### src/rtl/al_pkg.sv
package al_pkg;

  typedef enum logic [1:0] {
    MODE_WRITE  = 2'd0,
    MODE_HOLD   = 2'd1,
    MODE_DECODE = 2'd2,
    MODE_CLEAR  = 2'd3
  } al_mode_e;

  localparam int unsigned LANES   = 8;
  localparam int unsigned LANE_AW = 3;

  // Map the two active-low controls onto a mode.
  function automatic al_mode_e mode_of(input logic clr_n, input logic en_n);
    if (clr_n) return en_n ? MODE_HOLD : MODE_WRITE;
    else       return en_n ? MODE_CLEAR : MODE_DECODE;
  endfunction

  // One-hot mask of a lane inside an eight-bit bank.
  function automatic logic [LANES-1:0] lane_mask(input logic [LANE_AW-1:0] idx);
    logic [LANES-1:0] m;
    m = '0;
    m[idx] = 1'b1;
    return m;
  endfunction

endpackage

### src/rtl/al_mode_dec.sv
module al_mode_dec
  import al_pkg::*;
(
  input  logic     clear_n,
  input  logic     enable_n,
  output al_mode_e mode,
  output logic     async_clr
);

  always_comb begin
    mode      = mode_of(clear_n, enable_n);
    async_clr = (mode == MODE_CLEAR);
  end

endmodule

### src/rtl/al_bank.sv
module al_bank
  import al_pkg::*;
(
  input  logic               clk,
  input  logic               async_clr,
  input  al_mode_e           mode,
  input  logic               bank_hit,
  input  logic [LANE_AW-1:0] lane,
  input  logic               din,
  output logic [LANES-1:0]   q
);

  logic [LANES-1:0] mask;
  logic [LANES-1:0] q_nxt;
  logic             wr_evt;
  logic             dec_evt;

  assign mask    = lane_mask(lane);
  assign wr_evt  = (mode == MODE_WRITE) && bank_hit;
  assign dec_evt = (mode == MODE_DECODE);

  always_comb begin
    q_nxt = q;
    unique case (mode)
      MODE_WRITE:  if (bank_hit) q_nxt = (q & ~mask) | (mask & {LANES{din}});
      MODE_HOLD:   q_nxt = q;
      MODE_DECODE: q_nxt = bank_hit ? (mask & {LANES{din}}) : '0;
      MODE_CLEAR:  q_nxt = '0;
      default:     q_nxt = q;
    endcase
  end

  always_ff @(posedge clk or posedge async_clr) begin
    if (async_clr) q <= '0;
    else           q <= q_nxt;
  end

  AST_WRITE_LANE: assert property (@(posedge clk) disable iff (async_clr)
    wr_evt |=> q[$past(lane)] == $past(din));
  AST_WRITE_KEEP: assert property (@(posedge clk) disable iff (async_clr)
    wr_evt |=> ((q ^ $past(q)) & ~$past(mask)) == '0);
  AST_HOLD_STABLE: assert property (@(posedge clk) disable iff (async_clr)
    (mode == MODE_HOLD) |=> $stable(q));
  AST_DECODE_ONEHOT: assert property (@(posedge clk) disable iff (async_clr)
    dec_evt |=> $countones(q) <= 1);
  AST_MISS_HOLD: assert property (@(posedge clk) disable iff (async_clr)
    ((mode == MODE_WRITE) && !bank_hit) |=> $stable(q));
  AST_CLEAR_ZERO: assert property (@(posedge clk)
    async_clr |-> q == '0);

endmodule

### src/rtl/addr_latch_bank.sv
module addr_latch_bank
  import al_pkg::*;
#(
  parameter int unsigned N = 8
) (
  input  logic                 clk,
  input  logic                 clear_n,
  input  logic                 enable_n,
  input  logic [$clog2(N)-1:0] sel,
  input  logic                 din,
  output logic [N-1:0]         q
);

  localparam int unsigned SEL_W = $clog2(N);
  localparam int unsigned BANKS = N / LANES;

  initial begin
    if ((N % LANES) != 0 || N < LANES)
      $error("addr_latch_bank: N must be a non-zero multiple of 8");
  end

  al_mode_e           mode;
  logic               async_clr;
  logic [BANKS-1:0]   hit;
  logic [LANE_AW-1:0] lane;

  assign lane = sel[LANE_AW-1:0];

  al_mode_dec u_mode (
    .clear_n  (clear_n),
    .enable_n (enable_n),
    .mode     (mode),
    .async_clr(async_clr)
  );

  generate
    if (BANKS == 1) begin : g_single
      assign hit = 1'b1;
    end else begin : g_multi
      for (genvar b = 0; b < BANKS; b++) begin : g_hit
        assign hit[b] = (32'(sel[SEL_W-1:LANE_AW]) == b);
      end
    end

    for (genvar b = 0; b < BANKS; b++) begin : g_bank
      al_bank u_bank (
        .clk      (clk),
        .async_clr(async_clr),
        .mode     (mode),
        .bank_hit (hit[b]),
        .lane     (lane),
        .din      (din),
        .q        (q[b*LANES +: LANES])
      );
    end
  endgenerate

  AST_HIT_ONEHOT: assert property (@(posedge clk) disable iff (async_clr)
    $onehot0(hit) && hit != '0);
  AST_DECODE_HOLD: assert property (@(posedge clk) disable iff (async_clr)
    ($past(mode) == MODE_DECODE && mode == MODE_HOLD) |=> $stable(q));

endmodule

### config.mk
export PLATFORM = sky130hd
export DESIGN_NAME = addr_latch_bank
export DESIGN_NICKNAME = d
export VERILOG_FILES = /design/src/rtl/al_pkg.sv /design/src/rtl/al_mode_dec.sv /design/src/rtl/al_bank.sv /design/src/rtl/addr_latch_bank.sv
export SDC_FILE = /design/constraint.sdc
export NUM_CORES = 1
export LEC_CHECK = 0
export BUFFER_PORTS_ARGS = -buffer_cell sky130_fd_sc_hd__buf_2
export CAP_MARGIN = 20
export CORE_AREA = 2 2 39 41
export CTS_CLUSTER_SIZE = 16
export DETAILED_ROUTE_END_ITERATION = 7
export DIE_AREA = 0 0 41 43
export PLACE_DENSITY = 0.52
export SYNTH_ARGS = -nofsm -noshare
export SYNTH_HDL_FRONTEND = slang
export SYNTH_SLANG_ARGS = --single-unit
### constraint.sdc
create_clock -name clk -period 1.37 [get_ports clk]
set_input_delay 0.0685 -clock clk [delete_from_list [all_inputs] [get_ports clk]]
set_output_delay 0.0685 -clock clk [all_outputs]
set_load 0.01 [all_outputs]
## Word level (Yosys, flattened, before mapping)

Index checks and enable logic that the tools add are counted.

- Register bits after elaboration: 8
- Output and inout port bits: 8
- Input port bits: 7

- Muxes and demuxes: 6
- Magnitude comparators: 2
- Equal/unequal tests: 3
- Bitwise operators: 4
- Reduce and logical (&&, ||, !) cells: 2

Operator list:

| kind | number |
|---|---|
| $pmux 8 s3 | 1 |
| $and 8x8->8 | 2 |
| $not 8->8 | 1 |
| $or 8x8->8 | 1 |
| $eq 2x2->1 const B | 2 |
| $lt 3x4->1 const B | 1 |
| $demux 1 s3 | 1 |
| $ge 3x1->1 const B | 1 |
| $mux 1 | 3 |
| $eq 2x1->1 const B | 1 |
| $logic_not 2->1 | 1 |
| $mux 2 | 1 |
| $logic_and 1x1->1 | 1 |

## Logic depth before layout (Yosys ltp)

- Depth after elaboration: 8
- Mapped depth: 3
- Gate-level depth less buffers: 2

## Modules after synthesis

From an unflattened synthesis, not the netlist that was laid out.

- Cells, all modules: 41
- Area total of the unflattened synthesis: 445.4 um^2

By module, submodules not included:

| module | cells each | instances | area each (um^2) | sequential area each (um^2) |
|---|---|---|---|---|
| al_bank | 37 | 1 | 424.2 | 200.2 |
| al_mode_dec | 3 | 1 | 17.5 | 0.0 |
| addr_latch_bank | 1 | 1 | 3.8 | 0.0 |

## Least setup slack after synthesis

Ideal clock, no wire load.

- Path type: input to register
- Start: in sel[1]
- End: reg with a tool-made name
- Setup time: 79 ps
- Buffers on the path: 0
- Stages on the path: 2
- Arrival: 608 ps
- Slack: 683 ps
- Data required time: 1,291 ps
- Cell sequence: nor4b_1 mux2i_1

RTL lines:

| item | line | RTL |
|---|---|---|
| from (decl) | addr_latch_bank.sv:9 | `input logic [$clog2(N)-1:0] sel,` |

==> run metrics <==
status complete, no violations; Cell Area, Synth roughly 400 um^2; via count 325; drt pass-1 iters 5; P&R area growth vs syn 31.99%; clk slew on worst S/H paths ~0.05 ns; antenna cells 0; Post-Layout Cell Count 69; number of port buffers 14; PwrDens 931.3 nW/um^2; slew of the pin with the lowest slew margin around 0.39 ns; clk_lat worst skew between 0.2 and 0.3 ns; setup ws final roughly 0.2 ns; CTS tree done; worst hold-check path type primary input to flip-flop; Ys Warns 0; leading cell type in the layout, fill and taps excluded buf_2; NetSw 0.1203 mW; Cells after DPL 64; CORE AREA approximately 1400 um^2; # IOs 15; Post-Synthesis Cells 35; syn_area_per_cell about 12 um^2; final hold vios 0; Internal Dissipation approximately 0.37 mW; Sw Share 0.2430; H-tree Lvls 1; Total Power between 0.4 and 0.5 mW; sequential share of the synthesized area 0.4969; Routed Antenna Nets 0; Synth Register Bits 8; final setup vio count 0; antenna violations before repair 0; total global routing overflow 0; routability cong. between 0.6 and 0.7; Overall Global Routing Usage 0.1128; R2R setup slack around 0.74 ns; RSZ-0062 raised after global routing no; fillers 143; most frequent cells in the layout buf_2, nand2_1, mux2i_1, dfrtp_1; wire per inst 11.70 um; DRC viols 0; die area ~1800 um^2; CTS Buf Count 3; Max-Cap Viols 0; synthesized net count between 40 and 50; crit path DAT between 1 and 1.5 ns; HPWL reported at the end of detailed placement 573.2 um; Worst setup EP type flip-flop; Crit path required time 1.55 ns; Cell Rows 14; pin count of the biggest net entering global routing 10; Yosys cell types 10; setup_tns 0 ns; Initial DRC Count 4; Comb power frac 0.133; postcts setup bufs 0; Via density around 4.7; CTS sink count 8; Worst VDD drop approximately 0.36 mV; CP max FO 9; fmax around 0.86 GHz; Relative slew margins 0.7398; Post-Place Cell Area 489.2 um^2; Design Area, Final 531.8 um^2; first-pass GRT wire length 1.248 mm; chip width around 41 um; vias in the first global route ~290; root buffer cell clkbuf_4; Final Max Slew Viols 0; Starting Density 0.2911; share of power burned in registers 0.502; crit start category primary input; Period minus WS final 1.169 ns; layout cell share with drive strength beyond 1 0.3774; clock power share 0.365; hold depth 3; hold_sp sel[2]; total routed wirelength about 800 um; R2R depth 2; clock skew 0 ns; fin crit share 0.8531; leakage between 0.2 and 0.3 nW; CTS Buffer Depth 2; Die H around 43 um; fin nets 62; worst slack at placement approximately 0.46 ns; Setup CP Type primary input to flip-flop
## layer usage
layer | global-route usage | routed length [um]
met1 | 0.1639 | 377
met2 | 0.1188 | 354
met3 | 0.03141 | 51
met4 | 0.1200 | 24
met5 | 0 | 0
## cell families after synthesis
kind of cell / share of synthesized area
buffers and inverters: 0.01862
multiplexers: 0.1988
flip-flops: 0.4969
AND/OR/NAND/NOR: 0.2858
## cell type report
| type | instances | area [um^2] | area share |
|---|---|---|---|
| Sequential cell | 8 | 200.2 | 0.3765 |
| Multi-Input combinational cell | 25 | 195.2 | 0.3671 |
| Timing Repair Buffer | 16 | 90.09 | 0.1694 |
| Clock buffer | 3 | 22.52 | 0.04235 |
| Tap cell | 16 | 20.02 | 0.03765 |
| Inverter | 1 | 3.754 | 0.007059 |
## stage by stage
stage | utilization | hold slack (ns)
2_1_floorplan | - | -0.08805
3_3_place_gp | 0.3535 | 0.1298
3_5_place_dp | 0.3535 | 0.1320
4_1_cts | 0.3843 | 0.1735
5_1_grt | 0.3843 | 0.1866
6_report | 0.3843 | 0.1813
## cells in the mapped netlist
cell type,count,area (um^2)
nor4b_1,3,26.28
nand2b_1,1,6.260
dfrtp_1,8,200.2
inv_1,1,3.750
nand4b_1,1,8.760
nor4_1,1,6.260
nand2_1,8,30.03
and4bb_2,3,37.54
clkbuf_1,1,3.750
mux2i_1,8,80.08
## worst max-delay path, stage by stage
cell and delay (ns):
dlygate4sd3_1 0.53, buf_2 0.16, nor4b_1 0.36, mux2i_1 0.23
## worst max-delay path by stage
stage / from / endpoint / slack [ns] / cells after the start
floorplan: sel[1] / flip-flop / 0.68 / 2
global placement: sel[2] / flip-flop / 0.42 / 3
detailed placement: sel[1] / flip-flop / 0.46 / 3
CTS: enable_n / flip-flop / 0.19 / 4
global route: enable_n / flip-flop / 0.11 / 4
finish: enable_n / flip-flop / 0.20 / 4
## power groups by stage
stage                     logic [mW]  clock network [mW]  registers, mW
after global placement        0.0625                   0          0.253
final                         0.0660               0.181          0.248
after detailed placement      0.0626                   0          0.253
after floorplan               0.0279                   0          0.257
after global routing          0.0727               0.199          0.250
after CTS                     0.0670               0.187          0.249
## timing repair
item / in CTS / in global routing
endpoints found under the setup margin: 0 / 0
hold endpoints to repair: 8 / 0
gates resized for setup: 0 / 0
hold buffers: 2 / 0
No activity file was read; power rests on OpenSTA's default activity.
